## src/rtl/ccc_pkg.sv

```systemverilog
package ccc_pkg;
  typedef enum logic [2:0] {
    MD_CAPTURE  = 3'd0,
    MD_TIMER    = 3'd1,
    MD_TOGGLE   = 3'd2,
    MD_FREQ     = 3'd3,
    MD_PWM_N    = 3'd4,
    MD_PWM_FULL = 3'd5,
    MD_OFF_A    = 3'd6,
    MD_OFF_B    = 3'd7
  } ccc_mode_e;

  localparam int unsigned PWM_MIN_BITS = 8;
endpackage

```

## src/rtl/ccc_edge_sync.sv

```systemverilog
module ccc_edge_sync #(
  parameter int unsigned STAGES = 2
) (
  input  logic clk,
  input  logic rst_n,
  input  logic din_i,
  output logic rise_o,
  output logic fall_o
);
  // chain_q[STAGES-1] is the synchronized level, chain_q[STAGES] its previous value
  logic [STAGES:0] chain_q;

  always_ff @(posedge clk or negedge rst_n) begin
    if (!rst_n) chain_q <= '0;
    else        chain_q <= {chain_q[STAGES-1:0], din_i};
  end

  assign rise_o =  chain_q[STAGES-1] & ~chain_q[STAGES];
  assign fall_o = ~chain_q[STAGES-1] &  chain_q[STAGES];

  p_rise_delay_r5: assert property (@(posedge clk) disable iff (!rst_n)
    rise_o |-> $past(din_i, STAGES));
  p_fall_delay_r5: assert property (@(posedge clk) disable iff (!rst_n)
    fall_o |-> !$past(din_i, STAGES));
endmodule

```

## src/rtl/ccc_freq_gen.sv

```systemverilog
module ccc_freq_gen #(
  parameter int unsigned DW = 8
) (
  input  logic          clk,
  input  logic          rst_n,
  input  logic          run_i,
  input  logic          tick_i,
  input  logic [DW-1:0] div_i,
  output logic          wave_o
);
  logic [DW-1:0] div_cnt_q;

  always_ff @(posedge clk or negedge rst_n) begin
    if (!rst_n) begin
      div_cnt_q <= '0;
      wave_o    <= 1'b0;
    end else if (!run_i) begin
      div_cnt_q <= '0;
      wave_o    <= 1'b0;
    end else if (tick_i) begin
      if (div_cnt_q == div_i) begin
        div_cnt_q <= '0;
        wave_o    <= ~wave_o;
      end else begin
        div_cnt_q <= div_cnt_q + 1'b1;
      end
    end
  end

  p_freq_hold_r4: assert property (@(posedge clk) disable iff (!rst_n)
    (run_i && !(tick_i && div_cnt_q == div_i)) |=> $stable(wave_o));
endmodule

```

## src/rtl/ccc_pwm_core.sv

```systemverilog
module ccc_pwm_core #(
  parameter int unsigned CW   = 16,
  parameter int unsigned NMIN = 8,
  parameter int unsigned SELW = 2
) (
  input  logic            clk,
  input  logic            rst_n,
  input  logic            run_i,
  input  logic            full_i,
  input  logic            center_i,
  input  logic            tick_i,
  input  logic [SELW-1:0] bits_i,
  input  logic [CW-1:0]   cnt_i,
  input  logic [CW-1:0]   shadow_i,
  output logic            active_o,
  output logic            start_o
);
  logic [CW-1:0] lim;
  logic [CW-1:0] pos;
  logic [CW-1:0] cmp_q;
  logic [CW-1:0] cmp_eff;
  logic [CW-1:0] ramp_q;
  logic          up_q;
  logic          center_run;

  always_comb begin
    if (full_i) lim = '1;
    else        lim = (CW'(1) << (NMIN + 32'(bits_i))) - CW'(1);
  end

  assign center_run = run_i & center_i;
  assign pos        = center_run ? ramp_q : (cnt_i & lim);
  assign start_o    = run_i & tick_i & (pos == '0);
  assign cmp_eff    = start_o ? shadow_i : cmp_q;

  always_ff @(posedge clk or negedge rst_n) begin
    if (!rst_n) begin
      cmp_q    <= '0;
      active_o <= 1'b0;
    end else begin
      cmp_q <= cmp_eff;
      if (!run_i)      active_o <= 1'b0;
      else if (tick_i) active_o <= (pos < cmp_eff);
    end
  end

  // channel-local up/down position for center-aligned operation
  always_ff @(posedge clk or negedge rst_n) begin
    if (!rst_n) begin
      ramp_q <= '0;
      up_q   <= 1'b1;
    end else if (!center_run) begin
      ramp_q <= '0;
      up_q   <= 1'b1;
    end else if (tick_i) begin
      if (up_q) begin
        if (ramp_q >= lim) begin
          up_q   <= 1'b0;
          ramp_q <= ramp_q - 1'b1;
        end else begin
          ramp_q <= ramp_q + 1'b1;
        end
      end else begin
        if (ramp_q == '0) begin
          up_q   <= 1'b1;
          ramp_q <= ramp_q + 1'b1;
        end else begin
          ramp_q <= ramp_q - 1'b1;
        end
      end
    end
  end

  p_ramp_step_r8: assert property (@(posedge clk) disable iff (!rst_n)
    (center_run && tick_i) |=>
      (!center_run || ramp_q == $past(ramp_q) + 1'b1 || ramp_q == $past(ramp_q) - 1'b1));
  p_ramp_bottom_r8: assert property (@(posedge clk) disable iff (!rst_n)
    (center_run && start_o) |=> (!center_run || ramp_q == CW'(1)));
  p_off_idle_r1: assert property (@(posedge clk) disable iff (!rst_n)
    !run_i |=> !active_o);
endmodule

```

## src/rtl/ccc_channel.sv

```systemverilog
module ccc_channel
  import ccc_pkg::*;
#(
  parameter int unsigned CW       = 16,
  parameter int unsigned FDW      = 8,
  parameter int unsigned SYNC_LEN = 2
) (
  input  logic          clk,
  input  logic          rst_n,
  input  logic [CW-1:0] cnt_i,
  input  logic          tick_i,
  input  logic [2:0]    mode_i,
  input  logic [1:0]    pwm_bits_i,
  input  logic          center_i,
  input  logic          capt_rise_i,
  input  logic          capt_fall_i,
  input  logic          pin_i,
  input  logic          invert_i,
  input  logic          kill_en_i,
  input  logic          cmp_kill_i,
  input  logic          ccr_wr_i,
  input  logic [CW-1:0] ccr_wdata_i,
  input  logic          flag_clr_i,
  output logic          pin_o,
  output logic [CW-1:0] ccr_o,
  output logic          flag_o
);
  ccc_mode_e md;
  logic [CW-1:0] ccr_q;
  logic flag_q, tog_q, killed_q;
  logic rise, fall, capt_hit, cmp_hit;
  logic pwm_run, pwm_act, pwm_start, wave;
  logic kill_now, raw_act;

  assign md = ccc_mode_e'(mode_i);

  ccc_edge_sync #(.STAGES(SYNC_LEN)) u_sync (
    .clk(clk), .rst_n(rst_n), .din_i(pin_i), .rise_o(rise), .fall_o(fall)
  );

  assign capt_hit = (md == MD_CAPTURE) & ((capt_rise_i & rise) | (capt_fall_i & fall));
  assign cmp_hit  = tick_i & (cnt_i == ccr_q);
  assign pwm_run  = (md == MD_PWM_N) | (md == MD_PWM_FULL);

  ccc_pwm_core #(.CW(CW), .NMIN(PWM_MIN_BITS), .SELW(2)) u_pwm (
    .clk(clk), .rst_n(rst_n), .run_i(pwm_run), .full_i(md == MD_PWM_FULL),
    .center_i(center_i), .tick_i(tick_i), .bits_i(pwm_bits_i), .cnt_i(cnt_i),
    .shadow_i(ccr_q), .active_o(pwm_act), .start_o(pwm_start)
  );

  ccc_freq_gen #(.DW(FDW)) u_freq (
    .clk(clk), .rst_n(rst_n), .run_i(md == MD_FREQ), .tick_i(tick_i),
    .div_i(ccr_q[FDW-1:0]), .wave_o(wave)
  );

  always_ff @(posedge clk or negedge rst_n) begin
    if (!rst_n) begin
      ccr_q    <= '0;
      flag_q   <= 1'b0;
      tog_q    <= 1'b0;
      killed_q <= 1'b0;
    end else begin
      if (capt_hit)      ccr_q <= cnt_i;
      else if (ccr_wr_i) ccr_q <= ccr_wdata_i;

      if (capt_hit || (cmp_hit && (md == MD_TIMER || md == MD_TOGGLE))) flag_q <= 1'b1;
      else if (flag_clr_i)                                           flag_q <= 1'b0;

      if (md != MD_TOGGLE) tog_q <= 1'b0;
      else if (cmp_hit)    tog_q <= ~tog_q;

      if (!pwm_run)       killed_q <= 1'b0;
      else if (kill_now)  killed_q <= 1'b1;
      else if (pwm_start) killed_q <= 1'b0;
    end
  end

  assign kill_now = kill_en_i & cmp_kill_i;

  always_comb begin
    case (md)
      MD_TOGGLE:              raw_act = tog_q;
      MD_FREQ:                raw_act = wave;
      MD_PWM_N, MD_PWM_FULL:  raw_act = pwm_act;
      default:                raw_act = 1'b0;
    endcase
  end

  assign pin_o  = invert_i ^ (raw_act & ~kill_now & ~killed_q);
  assign ccr_o  = ccr_q;
  assign flag_o = flag_q;

  p_timer_flag_r2: assert property (@(posedge clk) disable iff (!rst_n)
    (md == MD_TIMER && tick_i && cnt_i == ccr_o) |=> flag_o);
  p_toggle_hold_r3: assert property (@(posedge clk) disable iff (!rst_n)
    (md == MD_TOGGLE && !(tick_i && cnt_i == ccr_o)) |=> $stable(tog_q));
  p_capture_latch_r5: assert property (@(posedge clk) disable iff (!rst_n)
    capt_hit |=> (flag_o && ccr_o == $past(cnt_i)));
  p_kill_force_r10: assert property (@(posedge clk) disable iff (!rst_n)
    (kill_en_i && cmp_kill_i) |-> (pin_o == invert_i));
  p_kill_latch_r10: assert property (@(posedge clk) disable iff (!rst_n)
    (pwm_run && kill_en_i && cmp_kill_i) |=> (!pwm_run || killed_q));
endmodule

```

## config.mk

```make
export PLATFORM = sky130hd
export DESIGN_NAME = ccc_channel
export DESIGN_NICKNAME = d
export VERILOG_FILES = /design/src/rtl/ccc_pkg.sv /design/src/rtl/ccc_edge_sync.sv /design/src/rtl/ccc_freq_gen.sv /design/src/rtl/ccc_pwm_core.sv /design/src/rtl/ccc_channel.sv
export SDC_FILE = /design/constraint.sdc
export NUM_CORES = 1
export LEC_CHECK = 0
export ABC_AREA = 0
export BUFFER_PORTS_ARGS = -buffer_cell sky130_fd_sc_hd__buf_2
export CORE_MARGIN = 2
export CORE_UTILIZATION = 50
export CTS_CLUSTER_DIAMETER = 80
export CTS_CLUSTER_SIZE = 28
export DETAILED_ROUTE_END_ITERATION = 6
export GPL_ROUTABILITY_DRIVEN = 0
export PLACE_DENSITY_LB_ADDON = 0.05
export SYNTH_ARGS = -nofsm -noshare
export SYNTH_HDL_FRONTEND = slang
export SYNTH_SLANG_ARGS = --single-unit
```

## constraint.sdc

```tcl
create_clock -name clk -period 4.26 [get_ports clk]
set_input_delay 0.852 -clock clk [delete_from_list [all_inputs] [get_ports clk]]
set_output_delay 0.852 -clock clk [all_outputs]
set_load 0.1 [all_outputs]
```

==> results.py <==
metrics = {
    "status": {
        "outcome": "completed",
    },
    "clock_network": {
        "cts_buffer_depth": 2,
        "clock-sinks": 65,
        "clock-root-buffer": "clkbuf_8",
        "htree_levels": 3,
        "clock_latency_ps": 360,
        "post_cts_buffers": 0,
        "numCtsBuffers": 9,
        "cts_tree": "done",
        "clkTransAtPathRegs_ps": 80,
        "cts_resized": 0,
        "ctsHoldBuffers": 0,
    },
    "timing": {
        "rsz0062_at_grt": "no",
        "period_minus_slack_ps": 3948,
        "setup_viol": 0,
        "fmax_ghz": 0.2533,
        "finClkSkew_ps": 8.504,
        "tns_ps": 0,
        "timing.final.max_slew_violations": 0,
        "finalHoldViolCount": 0,
        "slew-limit-headroom": 0.2887,
        "final.period_utilization": 0.9269,
        "worst_slew_pin_slew_ps": 1067,
    },
    "route": {
        "routedWlPerCell_microns": 18.19,
        "vias": 4763,
        "drt_iter0_markers": 312,
        "drt-pass1-iter-count": 5,
        "routed_wl_mm": 14.61,
        "ant_nets": 0,
        "drc": 0,
        "avgViaCountPerCell": 5.932,
    },
    "die": {
        "dieHeight_microns": 104.5,
        "die_area_sq_mm": 0.01093,
        "start_util": 0.5172,
        "fp-row-count": 36,
        "core-area_sq_mm": 0.009774,
        "io_pins": 67,
        "die_w_microns": 104.5,
    },
    "power_and_ir_drop": {
        "p_sw_frac": 0.3699,
        "p_comb_frac": 0.257,
        "power.density_mw_per_mm2": 273.1,
        "p_seq_frac": 0.433,
        "max-vdd-ir-drop_uv": 164.8,
        "p_sw_w": 0.0005794,
        "p_clk_frac": 0.310,
        "power_w": 0.001566,
        "cellLeakagePower_nw": 2.791,
        "intPower_w": 0.0009870,
    },
    "setup_path": {
        "max_stage_delay_ps": 380,
        "worstPathCellList": "buf_2, or2_2, ha_1, inv_1, a2111oi_0, nand4_1, o21ai_1, nand3_2, mux2_2, inv_1, ha_1, a21o_1, a21o_1, a21oi_1, nor2_1, a2111oi_0, buf_4, nand2_1, o211ai_1",
        "worst_setup_path_start_kind": "primary input",
        "arrival_ps": 4230,
        "path_max_fanout": 2,
        "critPathRequiredTime_ps": 4540,
        "critPathSlowestCell": "a2111oi_0",
        "path_class": "primary input to register",
        "cp-end-kind": "register",
    },
    "synth": {
        "synth_enable_flop_cells": 0,
        "syn-cell-area_sq_mm": 0.005055,
        "synthArstFlopShare": 1.000,
        "yosysSeqAreaShare": 0.3220,
        "synthDistinctLibCells": 74,
        "synth_nets": 674,
        "syn_area_per_cell_sq_um": 8.467,
        "netlist_instances": 597,
        "synth-main-ff-cell": "dfrtp_1",
        "yosys_warnings": 0,
        "ys_ff_latch": 65,
    },
    "grt": {
        "grt_pass1_wl_mm": 23.83,
        "grt_pass1_vias": 4692,
        "grt_use_total": 0.2747,
        "grt-ovfl-total": 0,
        "grt_max_degree": 44,
        "antenna_found_initial": 0,
    },
    "cells_and_area": {
        "areaGrowthSynthToFinish_pct": 13.47,
        "fin_nets": 742,
        "design_area_sq_mm": 0.005736,
        "antennaDiodeCount": 0,
        "layout-drive-gt1-share": 0.1940,
    },
    "place": {
        "port-buffer-count": 66,
        "place_area_sq_mm": 0.005562,
        "hpwl_mm": 10.84,
    },
    "flow_run": {
        "max_cap_viol_count": 0,
    },
    "hold_path": {
        "hp-class": "register to register",
    },
}
[worst paths after layout]
path	from	endpoint	slack, ps	depth (start not counted)
hold reg to reg	u_sync.chain_q[0]$_DFF_PN0_	u_sync.chain_q[1]$_DFF_PN0_	360	0
setup / recovery	pwm_bits_i[1]	u_pwm.active_o$_DFFE_PN0P_	310	19
setup reg to reg	u_pwm.ramp_q[11]$_DFFE_PN0P_	u_pwm.active_o$_DFFE_PN0P_	680	16
max in group asynchronous	rst_n	tog_q$_DFFE_PN0P_	2670	2
min in group asynchronous	rst_n	u_sync.chain_q[0]$_DFF_PN0_	690	1
hold / removal	u_sync.chain_q[0]$_DFF_PN0_	u_sync.chain_q[1]$_DFF_PN0_	360	0
[power by group through the flow]
| stage | logic (W) | clock network, W | registers [W] |
|---|---|---|---|
| floorplan | 0.000151 | 0 | 0.000816 |
| global placement | 0.000398 | 0 | 0.000690 |
| detailed placement | 0.000404 | 0 | 0.000690 |
| CTS | 0.000405 | 0.000499 | 0.000678 |
| global route | 0.000434 | 0.000527 | 0.000682 |
| finish | 0.000403 | 0.000485 | 0.000678 |
[synth_stat cells, types with 17 or more instances]
cell | n | share of area
ha_1 | 28 | 0.069
xnor2_1 | 19 | 0.033
clkbuf_1 | 17 | 0.013
nand3_1 | 27 | 0.027
nor3_1 | 20 | 0.020
a21oi_1 | 33 | 0.033
o21ai_0 | 43 | 0.043
mux2i_1 | 36 | 0.071
dfrtp_1 | 64 | 0.32
inv_1 | 33 | 0.025
nor2_1 | 36 | 0.027
nand2_1 | 75 | 0.056
[layer usage]
metal,routed length (microns),part of all wire,global-route usage,vias to the layer above
met5,0,0,0,-
met4,397,0.027,0.1062,0
met3,1004,0.069,0.04803,35
met2,6854,0.47,0.4500,183
met1,6351,0.43,0.3616,2242
li1,-,-,-,2303
[final cells by class]
type | count | area (sq um)
clock buffers | 12 | 145.1
flip-flops and latches | 65 | 1628
fillers | 935 | 4039
multi-input cells | 467 | 3128
well taps | 133 | 166.4
clock inverters | 4 | 28.78
repair buffers | 89 | 515.5
inverters | 33 | 123.9
[registers in the layout, indices dropped and copies added (netlist names)]
| signal | cells |
|---|---|
| u_sync.chain_q | 3 |
| u_freq.wave_o | 1 |
| tog_q | 1 |
| u_pwm.ramp_q | 16 |
| flag_o | 1 |
| killed_q | 1 |
| u_freq.div_cnt_q | 8 |
| u_pwm.active_o | 1 |
| u_pwm.cmp_q | 16 |
| u_pwm.up_q | 1 |
| ccr_o | 16 |
[placed cells by master (no fill, tap or decap), drive strengths merged, types with 9 or more instances in the layout]
master,n
xor2,15
inv,33
nand2,76
nor4,9
nand3,28
a21oi,34
mux2i,36
buf,89
dfrtp,64
xnor2,19
o21ai,45
a21o,10
nor3,20
ha,28
nor2,39
clkbuf,12
nand4,15
[stage by stage]
| step | hold slack [ps] | std cells | utilization | worst slack, ps |
|---|---|---|---|---|
| 2_1_floorplan | 331.2 | 597 | - | 94.94 |
| 3_3_place_gp | 344.0 | 787 | 0.5690 | 12.28 |
| 3_5_place_dp | 339.5 | 787 | 0.5690 | -37.39 |
| 4_1_cts | 366.1 | 803 | 0.5868 | 344.3 |
| 5_1_grt | 379.3 | 803 | 0.5868 | 45.97 |
| 6_report | 360.4 | 803 | 0.5868 | 311.5 |
[cells by family (layout without fill, tap and decap cells)]
| logic type | Yosys count | after routing | share of synthesized area |
|---|---|---|---|
| and+or+nand+nor | 221 | 221 | 0.2203 |
| DFF | 65 | 65 | 0.3220 |
| adders and majority gates | 28 | 28 | 0.06931 |
| buffers and inverters | 65 | 138 | 0.06039 |
| muxes | 42 | 42 | 0.08540 |
| xor gates and xnor gates | 34 | 34 | 0.05891 |
| AOI/OAI and AO/OA | 142 | 142 | 0.1837 |
[critical path, delay by kind of cell]
| kind | cells | cell delay (ps) |
|---|---|---|
| compound gates | 7 | 1540 |
| simple gates | 5 | 650 |
| fa+ha+maj | 2 | 510 |
| buf+inv | 4 | 400 |
| mux | 1 | 310 |
No activity file was read; power rests on OpenSTA's default activity.
